$ cat src/rtl/seg_addr_pkg.sv
package seg_addr_pkg;
  typedef enum logic [1:0] {
    SEG_DATA  = 2'd0,
    SEG_CODE  = 2'd1,
    SEG_STACK = 2'd2,
    SEG_EXTRA = 2'd3
  } seg_id_e;

  typedef enum logic [1:0] {
    REF_DATA   = 2'd0,
    REF_FETCH  = 2'd1,
    REF_STACK  = 2'd2,
    REF_STRDST = 2'd3
  } ref_kind_e;

  localparam int unsigned NUM_SEG = 4;
endpackage

$ cat src/rtl/seg_regfile.sv
module seg_regfile
  import seg_addr_pkg::*;
#(
  parameter int unsigned SEG_W = 16
) (
  input  logic                          clk_i,
  input  logic                          rst_ni,
  input  logic                          we_i,
  input  logic [1:0]                    wsel_i,
  input  logic [SEG_W-1:0]              wdata_i,
  output logic [NUM_SEG-1:0][SEG_W-1:0] seg_q_o
);
  for (genvar g = 0; g < NUM_SEG; g++) begin : g_seg
    always_ff @(posedge clk_i or negedge rst_ni) begin
      if (!rst_ni)                             seg_q_o[g] <= '0;
      else if (we_i && (wsel_i == 2'(g)))      seg_q_o[g] <= wdata_i;
    end
  end
endmodule

$ cat src/rtl/seg_select.sv
module seg_select
  import seg_addr_pkg::*;
(
  input  logic [1:0] kind_i,
  input  logic       ovr_valid_i,
  input  logic [1:0] ovr_sel_i,
  output logic [1:0] sel_o
);
  ref_kind_e kind;
  seg_id_e   dflt;

  always_comb begin
    kind = ref_kind_e'(kind_i);
    unique case (kind)
      REF_FETCH:  dflt = SEG_CODE;
      REF_STACK:  dflt = SEG_STACK;
      REF_STRDST: dflt = SEG_EXTRA;
      default:    dflt = SEG_DATA;
    endcase
    // fetch and string destination cannot be redirected
    if (ovr_valid_i && (kind == REF_DATA || kind == REF_STACK)) sel_o = ovr_sel_i;
    else                                                        sel_o = dflt;
  end
endmodule

$ cat src/rtl/addr_adder.sv
module addr_adder #(
  parameter int unsigned SEG_W  = 16,
  parameter int unsigned SHIFT  = 4,
  localparam int unsigned ADDR_W = SEG_W + SHIFT
) (
  input  logic [SEG_W-1:0]  seg_i,
  input  logic [SEG_W-1:0]  off_i,
  output logic [ADDR_W-1:0] addr_o
);
  // carry out of the top bit is discarded
  assign addr_o = {seg_i, {SHIFT{1'b0}}} + {{SHIFT{1'b0}}, off_i};
endmodule

$ cat src/rtl/seg_addr_gen.sv
module seg_addr_gen
  import seg_addr_pkg::*;
#(
  parameter int unsigned SEG_W  = 16,
  parameter int unsigned SHIFT  = 4,
  localparam int unsigned ADDR_W = SEG_W + SHIFT
) (
  input  logic              clk_i,
  input  logic              rst_ni,
  input  logic              seg_we_i,
  input  logic [1:0]        seg_wsel_i,
  input  logic [SEG_W-1:0]  seg_wdata_i,
  input  logic              req_valid_i,
  input  logic [1:0]        req_kind_i,
  input  logic [SEG_W-1:0]  offset_i,
  input  logic              ovr_valid_i,
  input  logic [1:0]        ovr_sel_i,
  output logic              addr_valid_o,
  output logic [ADDR_W-1:0] addr_o,
  output logic [1:0]        seg_used_o
);
  logic [NUM_SEG-1:0][SEG_W-1:0] seg_q;
  logic [1:0]                    sel;
  logic [ADDR_W-1:0]             addr_d;

  seg_regfile #(.SEG_W(SEG_W)) u_regs (
    .clk_i   (clk_i),
    .rst_ni  (rst_ni),
    .we_i    (seg_we_i),
    .wsel_i  (seg_wsel_i),
    .wdata_i (seg_wdata_i),
    .seg_q_o (seg_q)
  );

  seg_select u_sel (
    .kind_i      (req_kind_i),
    .ovr_valid_i (ovr_valid_i),
    .ovr_sel_i   (ovr_sel_i),
    .sel_o       (sel)
  );

  addr_adder #(.SEG_W(SEG_W), .SHIFT(SHIFT)) u_add (
    .seg_i  (seg_q[sel]),
    .off_i  (offset_i),
    .addr_o (addr_d)
  );

  always_ff @(posedge clk_i or negedge rst_ni) begin
    if (!rst_ni) begin
      addr_valid_o <= 1'b0;
      addr_o       <= '0;
      seg_used_o   <= '0;
    end else begin
      addr_valid_o <= req_valid_i;
      if (req_valid_i) begin
        addr_o     <= addr_d;
        seg_used_o <= sel;
      end
    end
  end
endmodule

$ cat config.mk
export PLATFORM = sky130hd
export DESIGN_NAME = seg_addr_gen
export DESIGN_NICKNAME = d
export VERILOG_FILES = /design/src/rtl/seg_addr_pkg.sv /design/src/rtl/seg_regfile.sv /design/src/rtl/seg_select.sv /design/src/rtl/addr_adder.sv /design/src/rtl/seg_addr_gen.sv
export SDC_FILE = /design/constraint.sdc
export NUM_CORES = 1
export LEC_CHECK = 0
export ABC_AREA = 0
export BUFFER_PORTS_ARGS = -buffer_cell sky130_fd_sc_hd__buf_2
export CORE_MARGIN = 5
export CORE_UTILIZATION = 50
export CTS_CLUSTER_SIZE = 16
export DETAILED_ROUTE_END_ITERATION = 7
export PLACE_DENSITY = 0.8
export REMOVE_ABC_BUFFERS = 1
export SKIP_CTS_REPAIR_TIMING = 1
export SYNTH_ARGS = -nofsm -noshare
export SYNTH_HDL_FRONTEND = slang
export SYNTH_SLANG_ARGS = --single-unit
$ cat constraint.sdc
create_clock -name clk_i -period 7.4 [get_ports clk_i]
set_clock_uncertainty 0.1 [all_clocks]
set_input_delay 1.48 -clock clk_i [delete_from_list [all_inputs] [get_ports clk_i]]
set_output_delay 1.48 -clock clk_i [all_outputs]
set_load 0.005 [all_outputs]
==> flow_metrics.tcl <==
set metrics [dict create \
    status "finished clean" \
    dpl.hpwl_um 6340 \
    dr.pass1.iters 4 \
    synthTopCellsByArea "dfrtp_1 (51%), mux2_2 (21%), mux4_2 (6.9%)" \
    portBuffers 65 \
    fin_crit_ns 4.87 \
    globalplace.congestion 0.817 \
    antenna_found_initial 0 \
    endpoint_kind "flop" \
    wl_um 8930 \
    fmax_mhz 205 \
    synth_adder_area_share_pct 4.32 \
    first_global_vias 2923 \
    drc 0 \
    antenna_cells 0 \
    muxShareOfSynthArea_pct 30.1 \
    grt_setup_unrepaired "false" \
    avgSynthCellArea_sq_um 14.2 \
    synth-edff-count 0 \
    p_per_area_nw_per_um2 282 \
    initialDrtViolationCount 94 \
    post-route-period-util_pct 65.8 \
    worstPathMaxFanout 14 \
    whs_ns 0.407 \
    syn_to_final_growth_pct 15.3 \
    cts.clk_slew.worst_paths_ns 0.08 \
    clockBufferDepth 2 \
    synth_xor_area_share_pct 1.86 \
    critPathLaunchType "input pin" \
    num_rows 33 \
    syn_area_sq_um 4230 \
    syn_inst 297 \
    setup_viol 0 \
    clk_latency_ns 0.36 \
    ios 66 \
    ir_worst_vdd_v 0.000113 \
    ant_nets 0 \
    multi_input_area_sq_um 2010 \
    layout-drive-gt1-share_pct 48.8 \
    grt_max_degree 88 \
    numClockSinks 87 \
    yosysTopAreaCell "dfrtp_1" \
    root_buffer "clkbuf_8" \
    cts_buffers 9 \
    regArea_sq_um 2180 \
    dieArea_sq_um 10400 \
    grt_pass1_wl_um 14800 \
    yosysWarningCount 0 \
    fp.dieW_um 102 \
    cts_max_level 3 \
    ys.flop_type "dfrtp_1" \
    final.fill_count 630 \
    fp.coreArea_sq_um 8220 \
    synth_compound_area_share_pct 6.98 \
    hold_viol_final 0 \
    grt.overflow.total 0 \
    dr_total_vias 2727 \
    hold_class "flop to flop" \
    power_leakage_nw 2.14 \
    start_util_pct 51.5 \
    criticalPathCategory "input pin to flop" \
    synth_cell_type_count 39 \
    drv_slew 0 \
    die_y_um 102 \
    vias_per_cell 5.73 \
    routedWlPerCell_um 18.8 \
    setup_ws_ns 2.53 \
    arrival_ns 5.01 \
    synth-simple-area-share_pct 4.11 \
    synth_top_area_share_pct 51.5 \
    maxCapViolCount 0 \
    worst_slew_pin_slew_ns 1.09 \
    ys_ff_latch 87 \
    grt_usage_pct 18.4 \
    dp_slack_ns 2.16 \
    post-route-util_pct 59.4 \
    nets 423 \
    synth_top_family_by_area "multiplexers" \
    max-slew-margin-rel_pct 27.4 \
    async_flop_share_pct 100 \
    ys_seq_area_share_pct 51.5 \
    cts_tree "yes" \
    critPathRequiredTime_ns 7.54 \
    fin_tns_setup_ns 0 \
]
[final cells by class]
| type | count | area share, % |
|---|---|---|
| clock inverter | 7 | 1.49 |
| sequential | 87 | 44.6 |
| inverter | 1 | 0.0769 |
| tap | 105 | 2.69 |
| clock buffer | 9 | 2.54 |
| multi-input combinational | 198 | 41.2 |
| timing repair buffer | 69 | 7.34 |
[cells in the mapped netlist, types with 5 or more instances]
cell type and count:
a21oi_1 13, clkbuf_1 7, dfrtp_1 87, ha_1 13
mux2_2 78, mux4_2 13, nand2_1 8, nor2_1 9
o21ai_0 9, xnor2_1 5
[stage by stage]
stage / cell area [sq um] / total power (W) / cells
after floorplan: 4180 / 0.000907 / 286
after global placement: 4680 / 0.00103 / 460
after detailed placement: 4680 / 0.00105 / 460
after CTS: 4880 / 0.00139 / 476
after global routing: 4880 / 0.00146 / 476
final: 4880 / 0.00138 / 476
[worst paths after layout]
| kind | from | endpoint | slack [ns] | cells after the start |
|---|---|---|---|---|
| max in group asynchronous | rst_ni | u_regs.seg_q_o[7] | 5.28 | 1 |
| min in group asynchronous | rst_ni | u_regs.seg_q_o[48] | 1.20 | 1 |
| worst min-delay path | u_regs.seg_q_o[16] | u_regs.seg_q_o[16] | 0.41 | 1 |
| worst max-delay path | ovr_valid_i | addr_o[18] | 2.53 | 11 |
| worst min register to register | u_regs.seg_q_o[16] | u_regs.seg_q_o[16] | 0.41 | 1 |
| worst max register to register | u_regs.seg_q_o[16] | addr_o[18] | 4.18 | 9 |
[critical path, stage by stage]
cell	delay [ns]
buf_2	0.11
a21oi_2	0.70
buf_4	0.30
mux4_2	0.52
ha_1	0.38
o211ai_1	0.11
o21ai_0	0.37
o2111ai_1	0.19
a311oi_1	0.42
a31oi_1	0.16
a221o_1	0.27
[where the power goes]
part | total [W] | switching [W] | internal, W
Combinational | 0.000403 | 0.000186 | 0.000216
Clock | 0.000333 | 0.000176 | 0.000157
Sequential | 0.000642 | 0.0000584 | 0.000583
Total | 0.00138 | 0.000421 | 0.000957
[cells in the final DEF (no fill, tap or decap), types with 2 or more instances in the layout]
| cell type | n |
|---|---|
| nand3b_1 | 2 |
| nor3_1 | 3 |
| nand2_1 | 8 |
| nand3_1 | 4 |
| buf_4 | 5 |
| clkinvlp_4 | 2 |
| mux4_1 | 3 |
| xor2_1 | 4 |
| a21oi_1 | 12 |
| clkbuf_8 | 9 |
| a211oi_1 | 4 |
| buf_2 | 64 |
| xnor2_1 | 5 |
| a31oi_1 | 4 |
| clkinv_2 | 2 |
| a21o_1 | 4 |
| mux4_2 | 13 |
| nor2_1 | 9 |
| dfrtp_1 | 87 |
| o21ai_0 | 9 |
| o211ai_1 | 3 |
| ha_1 | 13 |
| mux2_2 | 78 |
| o31ai_1 | 2 |
[cells by family (layout without fill, tap and decap cells)]
group | after synthesis | in the layout
AND/OR/NAND/NOR | 34 | 34
XOR/XNOR | 9 | 9
flip-flops | 87 | 87
buffers and inverters | 12 | 86
multiplexers | 95 | 95
AO/OA/AOI/OAI | 46 | 46
adder cells (fa/ha/maj) | 14 | 14
[metal layers]
metal | routed length (um) | global-route usage [%] | share of wire, % | vias to the layer above
met4 | 163 | 6.76 | 1.8 | 0
met3 | 351 | 2.87 | 3.9 | 14
met1 | 3770 | 24.1 | 42 | 1390
met2 | 4650 | 31.2 | 52 | 54
met5 | 0 | 0 | 0 | -
li1 | - | - | - | 1269
[sequential cells by signal, indices dropped and copies added (netlist names)]
register        flops
addr_o             20
seg_used_o          2
addr_valid_o        1
u_regs.seg_q_o     64
Note: power is estimated with default switching activity, not from simulation.
